**config.mk**
```make
export PLATFORM = sky130hd
export DESIGN_NAME = dst_addr_filter
export DESIGN_NICKNAME = d
export VERILOG_FILES = /design/src/rtl/dfilt_pkg.sv /design/src/rtl/dfilt_crc_byte.sv /design/src/rtl/dfilt_station_cmp.sv /design/src/rtl/dfilt_hash_lookup.sv /design/src/rtl/dst_addr_filter.sv
export SDC_FILE = /design/constraint.sdc
export NUM_CORES = 1
export LEC_CHECK = 0
export CAP_MARGIN = 5
export CELL_PAD_IN_SITES_DETAIL_PLACEMENT = 1
export CELL_PAD_IN_SITES_GLOBAL_PLACEMENT = 1
export CORE_AREA = 2 2 118 120
export DETAILED_ROUTE_END_ITERATION = 7
export DIE_AREA = 0 0 120 122
export PLACE_DENSITY_LB_ADDON = 0.1
export SYNTH_ARGS = -nofsm -noshare
export SYNTH_HDL_FRONTEND = slang
export SYNTH_HIERARCHICAL = 1
export SYNTH_SLANG_ARGS = --single-unit
export TNS_END_PERCENT = 20
```
**constraint.sdc**
```tcl
create_clock -name clk -period 3.8 [get_ports clk]
set_input_delay 0.76 -clock clk [delete_from_list [all_inputs] [get_ports clk]]
set_output_delay 0.76 -clock clk [all_outputs]
set_load 0.005 [all_outputs]
```
**src/rtl/dfilt_pkg.sv**
```systemverilog
package dfilt_pkg;

    localparam int ADDR_BYTES = 6;
    localparam int CRC_W      = 32;
    localparam int CNT_W      = $clog2(ADDR_BYTES + 1);

    typedef struct packed {
        logic             active;   // collecting address bytes
        logic [CNT_W-1:0] cnt;      // bytes taken so far
        logic [CRC_W-1:0] crc;      // running hash CRC
        logic             loc_ok;   // all bytes so far equal the station address
        logic             bc_ok;    // all bytes so far are 0xFF
        logic             vld;      // decision pulse
        logic             acc;      // decision result
    } filt_state_t;

    // Priority: enable gate, promiscuous, exact/broadcast, hash.
    function automatic logic filt_decide(input logic rx_en, input logic promisc,
                                         input logic hash_en, input logic addr_hit,
                                         input logic hash_hit);
        logic r;
        if (!rx_en)        r = 1'b0;
        else if (promisc)  r = 1'b1;
        else if (addr_hit) r = 1'b1;
        else if (hash_en)  r = hash_hit;
        else               r = 1'b0;
        return r;
    endfunction

endpackage

```
**src/rtl/dfilt_crc_byte.sv**
```systemverilog
module dfilt_crc_byte #(
    parameter int                 CRC_W  = 32,
    parameter int                 DATA_W = 8,
    parameter logic [CRC_W-1:0]   POLY   = 32'hEDB88320
) (
    input  logic [CRC_W-1:0]  crc_in,
    input  logic [DATA_W-1:0] data_in,
    output logic [CRC_W-1:0]  crc_out
);
    // One reflected shift stage per data bit, least significant first.
    logic [DATA_W:0][CRC_W-1:0] chain;

    assign chain[0] = crc_in;

    for (genvar b = 0; b < DATA_W; b++) begin : g_bit
        logic fb;
        assign fb           = chain[b][0] ^ data_in[b];
        assign chain[b + 1] = (chain[b] >> 1) ^ (fb ? POLY : '0);
    end

    assign crc_out = chain[DATA_W];

endmodule

```
**src/rtl/dfilt_station_cmp.sv**
```systemverilog
module dfilt_station_cmp #(
    parameter int N_BYTES = 6,
    parameter int WORD_W  = 16,
    parameter int IDX_W   = 3
) (
    input  logic [N_BYTES*8-1:0] station_words,
    input  logic [IDX_W-1:0]     byte_idx,
    input  logic [7:0]           rx_byte,
    output logic                 byte_match
);
    localparam int BPW = WORD_W / 8;

    logic [N_BYTES-1:0] hit_vec;

    // Byte k lives in word k/BPW, high byte first within the word.
    for (genvar k = 0; k < N_BYTES; k++) begin : g_byte
        localparam int OFS = (k / BPW) * WORD_W + WORD_W - 8 * ((k % BPW) + 1);
        logic [7:0] stn_byte;
        assign stn_byte   = station_words[OFS +: 8];
        assign hit_vec[k] = (byte_idx == IDX_W'(k)) && (rx_byte == stn_byte);
    end

    assign byte_match = |hit_vec;

endmodule

```
**src/rtl/dfilt_hash_lookup.sv**
```systemverilog
module dfilt_hash_lookup #(
    parameter int WORD_W    = 16,
    parameter int TAB_WORDS = 4
) (
    input  logic [$clog2(TAB_WORDS*WORD_W)-1:0] index_in,
    input  logic [TAB_WORDS*WORD_W-1:0]         tab_bits,
    output logic                                hit
);
    localparam int IDX_W = $clog2(TAB_WORDS * WORD_W);
    localparam int BIT_W = $clog2(WORD_W);
    localparam int SEL_W = IDX_W - BIT_W;

    logic [WORD_W-1:0] words [TAB_WORDS];
    logic [SEL_W-1:0]  word_sel;
    logic [BIT_W-1:0]  bit_sel;

    for (genvar w = 0; w < TAB_WORDS; w++) begin : g_word
        assign words[w] = tab_bits[w*WORD_W +: WORD_W];
    end

    assign word_sel = index_in[IDX_W-1 -: SEL_W];
    assign bit_sel  = index_in[BIT_W-1:0];
    assign hit      = words[word_sel][bit_sel];

endmodule

```
**src/rtl/dst_addr_filter.sv**
```systemverilog
module dst_addr_filter
    import dfilt_pkg::*;
#(
    parameter int               WORD_W    = 16,
    parameter int               TAB_WORDS = 4,
    parameter logic [31:0]      CRC_POLY  = 32'hEDB88320,
    parameter logic [31:0]      CRC_INIT  = 32'hFFFFFFFF
) (
    input  logic                          clk,
    input  logic                          rst_n,
    input  logic                          sof,
    input  logic                          byte_valid,
    input  logic [7:0]                    byte_data,
    input  logic                          cfg_rx_en,
    input  logic                          cfg_promisc,
    input  logic                          cfg_hash_en,
    input  logic [ADDR_BYTES*8-1:0]       station_addr,
    input  logic [TAB_WORDS*WORD_W-1:0]   hash_table,
    output logic                          verdict_valid,
    output logic                          verdict_accept
);
    localparam int IDX_W = $clog2(TAB_WORDS * WORD_W);

    filt_state_t q, d;

    logic             take;
    logic [CNT_W-1:0] pos;
    logic [CRC_W-1:0] crc_base;
    logic [CRC_W-1:0] crc_new;
    logic             loc_base;
    logic             bc_base;
    logic             byte_hit;
    logic             hash_hit;
    logic             last_byte;

    // A byte counts when it starts a frame or continues an open address.
    assign take      = byte_valid && (sof || q.active);
    assign pos       = sof ? '0 : q.cnt;
    assign crc_base  = sof ? CRC_INIT : q.crc;
    assign loc_base  = sof ? 1'b1 : q.loc_ok;
    assign bc_base   = sof ? 1'b1 : q.bc_ok;
    assign last_byte = (pos == CNT_W'(ADDR_BYTES - 1));

    dfilt_crc_byte #(
        .CRC_W  (CRC_W),
        .DATA_W (8),
        .POLY   (CRC_POLY)
    ) u_crc (
        .crc_in  (crc_base),
        .data_in (byte_data),
        .crc_out (crc_new)
    );

    dfilt_station_cmp #(
        .N_BYTES (ADDR_BYTES),
        .WORD_W  (WORD_W),
        .IDX_W   (CNT_W)
    ) u_stn (
        .station_words (station_addr),
        .byte_idx      (pos),
        .rx_byte       (byte_data),
        .byte_match    (byte_hit)
    );

    dfilt_hash_lookup #(
        .WORD_W    (WORD_W),
        .TAB_WORDS (TAB_WORDS)
    ) u_hash (
        .index_in (crc_new[CRC_W-1 -: IDX_W]),
        .tab_bits (hash_table),
        .hit      (hash_hit)
    );

    always_comb begin
        d     = q;
        d.vld = 1'b0;
        d.acc = 1'b0;
        if (take) begin
            d.crc    = crc_new;
            d.loc_ok = loc_base && byte_hit;
            d.bc_ok  = bc_base && (&byte_data);
            d.cnt    = pos + CNT_W'(1);
            d.active = !last_byte;
            if (last_byte) begin
                d.vld = 1'b1;
                d.acc = filt_decide(cfg_rx_en, cfg_promisc, cfg_hash_en,
                                    d.loc_ok || d.bc_ok, hash_hit);
            end
        end
    end

    always_ff @(posedge clk) begin
        if (!rst_n) q <= '0;
        else        q <= d;
    end

    assign verdict_valid  = q.vld;
    assign verdict_accept = q.acc;

endmodule

```
==> results of run 1 <==
==> worst min-delay path: cells and delay by family (launching register included) <==
family	cells	cell delay [ns]
AO/OA/AOI/OAI	1	0.05
flip-flops	1	0.31
AND/OR/NAND/NOR	1	0.05
==> cells in the final DEF, fill, tap and decap left out, types with 3 or more instances in the layout <==
| cell type | synthesis | layout |
|---|---|---|
| nor4_1 | 8 | 8 |
| a21oi_1 | 37 | 36 |
| a211oi_1 | 4 | 4 |
| nor2_1 | 12 | 12 |
| xor2_1 | 21 | 21 |
| nand2b_1 | 3 | 3 |
| inv_1 | 7 | 7 |
| mux4_2 | 11 | 12 |
| buf_6 | 9 | 3 |
| or2_4 | 0 | 3 |
| clkdlybuf4s50_1 | 0 | 126 |
| nand3_1 | 7 | 7 |
| or2_2 | 32 | 29 |
| mux2i_1 | 5 | 5 |
| buf_4 | 2 | 46 |
| o21ai_0 | 3 | 3 |
| dfxtp_1 | 40 | 40 |
| xor3_4 | 4 | 4 |
| nand4_1 | 10 | 10 |
| xnor2_1 | 64 | 61 |
| xnor2_4 | 6 | 9 |
| nor2b_1 | 4 | 4 |
| nor3_1 | 5 | 5 |
| xnor3_1 | 8 | 7 |
| and3_1 | 3 | 3 |
| xnor3_2 | 2 | 3 |
| nand2_1 | 67 | 67 |
| xnor2_2 | 5 | 5 |
| clkbuf_16 | 0 | 5 |
==> logic make-up (layout without fill, tap and decap cells) <==
| kind of cell | count (synthesis) | count (layout) | share of synthesized area, % |
|---|---|---|---|
| compound gates | 58 | 58 | 9.13 |
| xor+xnor | 114 | 114 | 35.9 |
| fa+ha+maj | 2 | 2 | 0.634 |
| buf+inv | 37 | 193 | 5.80 |
| flops | 40 | 40 | 20.3 |
| mux | 18 | 18 | 8.49 |
| simple gates | 157 | 157 | 19.8 |
==> registers in the layout (all words and copies together), names as in the netlist <==
signal,flops
q,38
verdict_accept,1
verdict_valid,1
==> through the flow <==
stage	power [W]	instance area (µm²)	worst slack (ns)	utilization (%)
5_1_grt	0.00333	5910	0.0175	43.8
4_1_cts	0.00314	5880	0.0816	43.5
3_3_place_gp	0.00254	5670	-0.564	42.0
2_1_floorplan	0.00193	4000	0.00204	-
6_report	0.00312	5910	0.192	43.8
3_5_place_dp	0.00257	5670	-0.666	42.0
==> area by class of cell <==
type	count	area [µm²]	share of cell area, %
sequential	40	801	13.6
timing repair buffer	178	1680	28.4
clock inverter	1	30.0	0.508
multi-input combinational	349	3000	50.7
inverter	7	26.3	0.445
clock buffer	7	153	2.58
tap	180	225	3.81
==> cells in the mapped netlist, types with 3 or more instances <==
library cell,count
nand2_1,67
xnor2_1,64
dfxtp_1,40
a21oi_1,37
or2_2,32
xor2_1,21
nor2_1,12
buf_2,11
mux4_2,11
nand4_1,10
buf_6,9
nor4_1,8
xnor3_1,8
inv_1,7
nand3_1,7
clkbuf_1,6
xnor2_4,6
mux2i_1,5
nor3_1,5
xnor2_2,5
a211oi_1,4
nor2b_1,4
xor3_4,4
and3_1,3
nand2b_1,3
o21ai_0,3
==> repair_timing <==
item                                    CTS  global route
endpoints found under the setup margin    1             1
gates resized for setup                   9             6
buffers inserted                          0             3
pin swaps                                 1             6
==> metal layers <==
| metal | GRT usage [%] | vias up |
|---|---|---|
| met1 | 27.2 | 1744 |
| li1 | - | 1761 |
| met3 | 2.06 | 7 |
| met4 | 3.31 | 0 |
| met5 | 0 | - |
| met2 | 30.5 | 96 |
==> power by group through the flow <==
stage | combinational, W | clock [W] | sequential, W
after floorplan | 0.00140 | 0 | 0.000524
after global routing | 0.00224 | 0.000550 | 0.000541
after global placement | 0.00200 | 0 | 0.000536
after CTS | 0.00208 | 0.000535 | 0.000530
after detailed placement | 0.00203 | 0 | 0.000539
final | 0.00207 | 0.000521 | 0.000529
==> final timing paths <==
kind | start | to | slack, ns
worst max-delay path | byte_data[6] | verdict_accept | 0.19
worst min register to register | q[20] | q[20] | 0.45
worst max register to register | q[11] | verdict_accept | 0.59
worst min-delay path | q[20] | q[20] | 0.45
==> run_results.csv, run 1 <==
group,metric,value,unit
timing,worst_clock_skew,0.00760,ns
layout,layout-drive-gt1-share,22.9,%
route,first_pass_iters,4,
yosys,syn_avg_cell_area,9.27,µm²
power_and_ir_drop,power.share.sequential,17.0,%
floorplan,die_area,14600,µm²
route,dr.first_iter.drc_count,147,
yosys,synth_area,3950,µm²
route,top_layer_used,"met4",
yosys,synth_edf_count,0,
route,drc_errors,0,
yosys,ys_ff_latch,40,
placement,port_buffers,128,
timing,rsz0062_at_grt,"no",
placement,routabilityCongestion,0.813,
yosys,ys.flop_type,"dfxtp_1",
setup_path,crit_buf_inv,2,
global_routing,grt_max_degree,39,
timing,slew_viol_final,0,
timing,slew_headroom,49.9,%
timing,max_freq,277,MHz
setup_path,worstSetupPathType,"input port to register",
cts,cts_tree,"built",
route,vias,3608,
setup_path,crit_family,"compound AO/OA/AOI/OAI gates",
yosys,synth_area_leader_cell,"dfxtp_1",
power_and_ir_drop,leakagePower,2.31,nW
setup_path,crit_chain,"clkdlybuf4s50_1, xnor2_4, xor2_4, xnor2_4, buf_12, mux4_2, o2111ai_1, nand3_1, a211oi_2, a211oi_2, a21oi_2, o311ai_0, and3_1",
yosys,syn_inst,426,
floorplan,core_area,13500,µm²
floorplan,die_w,120,µm
power_and_ir_drop,combPwrFrac,66.3,%
timing,setup_viol,0,
global_routing,overflow,0,
timing,post-route-min-period,3.61,ns
timing,worstMarginPinSlew,0.750,ns
timing,holdWs,0.451,ns
yosys,synth_cell_types,52,
layout,fillers,1537,
timing,post-route-period-util,95.0,%
timing,hold_viol_final,0,
cts,clock_path_buffers,2,
yosys,ys_seq_area_share,20.3,%
setup_path,rr_worst_depth,14,
yosys,ys_warn_count,6,
layout,areaGrowthSynthToFinish,49.6,%
layout,layout.nets,710,
floorplan,die_h,122,µm
hold_path,hold_class,"register to register",
yosys,syn-num-nets,555,
global_routing,grt_first_pass_wirelength,21.6,mm
floorplan,rows,43,
placement,dp.cells,751,
setup_path,crit_fanout,6,
run,drv_cap,0,
setup_path,cp.arrival,3.79,ns
hold_path,hold_depth,2,
route,wl,13.4,mm
yosys,async_flop_share,0,%
cts,cts.clk_slew.worst_paths,0.06,ns
layout,fin_cells,762,
cts,h-tree-depth,2,
cts,cts-buffers-inserted,5,
yosys,netlist.area_leader.share,20.3,%
global_routing,antenna_found_initial,0,
global_routing,grt_pass1_vias,3827,
setup_path,startpoint_type,"input port",
route,wl_met2,5.99,mm
cts,clock-root-buffer,"clkbuf_16",
floorplan,initial_core_util,29.2,%
yosys,yosys-top-cells-area,"dfxtp_1 (20%), xnor2_1 (14%), nand2_1 (6.4%)",
power_and_ir_drop,p_clk_share,16.7,%
setup_path,cp_slowest_cell,"clkdlybuf4s50_1",
route,wl_met1,6.74,mm
cts,clk-insertion-delay-late,0.28,ns
power_and_ir_drop,switchingPower,0.00110,W
global_routing,grt.total_usage,18.8,%
cts,cts.sinks,40,
route,post_drt_wl_per_cell,17.6,µm
power_and_ir_drop,pwr_density_cell,528,nW/µm²
setup_path,endpoint_kind,"register",
floorplan,ios,129,
power_and_ir_drop,p_int,0.00202,W
route,ant_nets,0,
setup_path,slowest_delay,0.53,ns
run_status,outcome,"finished, final reports clean",
setup_path,worstPathRequired,3.98,ns
route,route.met3.wl,606,µm
timing,tns,0,ns
cts,cts_hold_buf,0,
power_and_ir_drop,p_sw_share,35.3,%
layout,n_antenna_cell,0,
placement,dp_hpwl,10.4,mm
setup_path,crit_cells,13,
power_and_ir_drop,peakVddDrop,0.000317,V
route,vias_per_cell,4.73,
No activity file was read; power rests on OpenSTA's default activity.
==> inputs of run 2 (changes only) <==
--- a/config.mk
+++ b/config.mk
@@ -5,8 +5,9 @@
 export SDC_FILE = /design/constraint.sdc
 export NUM_CORES = 1
 export LEC_CHECK = 0
+export ABC_CLOCK_PERIOD_IN_PS = 3800
 export CAP_MARGIN = 5
-export CELL_PAD_IN_SITES_DETAIL_PLACEMENT = 1
+export CELL_PAD_IN_SITES_DETAIL_PLACEMENT = 0
 export CELL_PAD_IN_SITES_GLOBAL_PLACEMENT = 1
 export CORE_AREA = 2 2 118 120
 export DETAILED_ROUTE_END_ITERATION = 7
==> run 2 against run 1 <==
Sequential cell count did not move. Global-route usage decreased by 1.6 points. Via count down 3.6%. Largest power group unchanged.
==> run_results.csv, run 2 (synthesis gave the netlist of run 1 again) <==
group,metric,value,unit
run_status,outcome,"finished, final reports clean",
timing,post-route-period-util,94.3,%
setup_path,r2r-start,"q[4]",
global_routing,grt_pass1_vias,3545,
setup_path,reg2reg_to,"verdict_accept",
cts,clk-insertion-delay-late,0.28,ns
layout,layout.nets,707,
setup_path,endpoint_kind,"register",
power_and_ir_drop,leakagePower,2.29,nW
global_routing,grt_max_degree,39,
placement,dp_hpwl,9.59,mm
setup_path,worstSetupPathType,"input port to register",
route,ant_nets,0,
global_routing,busiest_layer,"met2",
setup_path,worstPathRequired,3.98,ns
floorplan,initial_core_util,29.2,%
timing,slew_viol_final,0,
layout,final_util,43.5,%
layout,top_register,"q",
timing,tns,0,ns
route,vias,3478,
power_and_ir_drop,pwr_density_cell,523,nW/µm²
timing,setup_viol,0,
layout,areaGrowthSynthToFinish,48.7,%
timing,max_freq,279,MHz
layout,largest_reg_flops,38,
floorplan,ios,129,
placement,port_buffers,128,
setup_path,startpoint_type,"input port",
floorplan,rows,43,
layout,mostFrequentLayoutCells,"clkdlybuf4s50_1 (127), nand2_1 (67), xnor2_1 (61), buf_4 (46), dfxtp_1 (40)",
route,post_drt_wl_per_cell,16.5,µm
global_routing,grt.total_usage,17.2,%
cts,cts.clk_slew.worst_paths,0.06,ns
timing,rsz0062_at_grt,"no",
global_routing,overflow,0,
layout,multi_input_area,3000,µm²
power_and_ir_drop,p_int,0.00200,W
global_routing,met1_usage,25.0,%
cts,cts-buffers-inserted,5,
setup_path,crit_path_end,"verdict_accept",
global_routing,grt_use_met2,27.7,%
power_and_ir_drop,total_power,0.00307,W
power_and_ir_drop,p_sw_share,35.0,%
timing,hold_viol_final,0,
layout,fillers,1345,
route,first_pass_iters,4,
layout,regArea,801,µm²
setup_path,crit_fanout,3,
floorplan,die_area,14600,µm²
power_and_ir_drop,p_clk_share,16.9,%
route,wl,12.5,mm
cts,post_cts_buffers,0,
cts,clock-root-buffer,"clkbuf_16",
floorplan,die_w,120,µm
route,drc_errors,0,
cts,cts.sinks,40,
cts,clock_path_buffers,2,
timing,slew_headroom,53.5,%
global_routing,grt_use_met3,2.29,%
global_routing,grt_first_pass_wirelength,19.7,mm
placement,routabilityCongestion,0.813,
run,drv_cap,0,
hold_path,hold_class,"register to register",
floorplan,die_h,122,µm
power_and_ir_drop,combPwrFrac,65.9,%
layout,layout-drive-gt1-share,22.3,%
layout,layout_commonest_cell,"clkdlybuf4s50_1",
cts,cts_tree,"built",
timing,worst_clock_skew,0.00415,ns
setup_path,reg2reg_slack,0.62,ns
cts,h-tree-depth,2,
global_routing,antenna_found_initial,0,
setup_path,cp.arrival,3.76,ns
timing,post-route-min-period,3.58,ns
timing,worstMarginPinSlew,0.696,ns
layout,n_antenna_cell,0,
route,dr.first_iter.drc_count,155,
setup_path,startpoint,"byte_data[6]",
power_and_ir_drop,switchingPower,0.00107,W
setup_path,rr_worst_depth,12,
power_and_ir_drop,peakVddDrop,0.000269,V
route,vias_per_cell,4.58,
power_and_ir_drop,power.share.sequential,17.2,%
floorplan,core_area,13500,µm²
[run 2: cell types whose count changed in the layout (fill, tap and decap cells not counted), sizes merged]
cell           previous run  this run
buf                      51        47
clkbuf                    7         8
dlymetal6s2s              1         0
clkdlybuf4s50           126       127
[run 2: worst max-delay path, cell delays in order]
cell	delay, ns
clkdlybuf4s50_1	0.52
xnor2_4	0.29
xor2_4	0.23
xnor2_4	0.17
mux4_1	0.61
o2111ai_1	0.20
nand3_1	0.12
a211oi_2	0.25
a211oi_2	0.11
a21oi_2	0.16
o311ai_0	0.13
and3_1	0.20
[run 2: timing repair]
action                     CTS  global route
pin swaps                    0             2
gates resized for setup      5             2
hold buffers                 0             0
setup endpoints to repair    1             1
[run 2: routing by layer]
metal	routed length, µm	share of wire (%)
met1	6350	51
met2	5430	43
met4	78	0.62
met5	0	0
met3	682	5.4
[run 2: area by class of cell]
class | count | area share [%]
Clock inverter | 1 | 0.511
Clock buffer | 7 | 2.60
Inverter | 7 | 0.447
Timing Repair Buffer | 175 | 28.0
Tap cell | 180 | 3.83
Multi-Input combinational cell | 349 | 51.0
Sequential cell | 40 | 13.6
[run 2: worst min-delay path by stage]
stage,from,to,slack (ns),cells after the start
2_1_floorplan,q[11],q[11],0.43,2
3_3_place_gp,q[12],q[12],0.44,2
3_5_place_dp,q[12],q[12],0.44,2
4_1_cts,q[21],q[21],0.45,2
5_1_grt,q[21],q[21],0.47,2
6_report,q[12],q[12],0.45,2
[run 2: per-stage QoR]
stage	cell area [µm²]	hold WS (ns)	cells	worst slack [ns]
5_1_grt	5870	0.466	759	0.00652
4_1_cts	5880	0.451	759	0.00934
3_5_place_dp	5670	0.442	751	-0.696
2_1_floorplan	4000	0.432	426	0.00204
3_3_place_gp	5670	0.440	751	-0.564
6_report	5870	0.449	759	0.217
[run 2: power groups by stage]
stage / Clock, W / Sequential (W) / Combinational (W)
final: 0.000521 / 0.000527 / 0.00202
after global routing: 0.000549 / 0.000536 / 0.00220
after CTS: 0.000536 / 0.000528 / 0.00205
after detailed placement: 0 / 0.000537 / 0.00201
after global placement: 0 / 0.000536 / 0.00200
after floorplan: 0 / 0.000524 / 0.00140
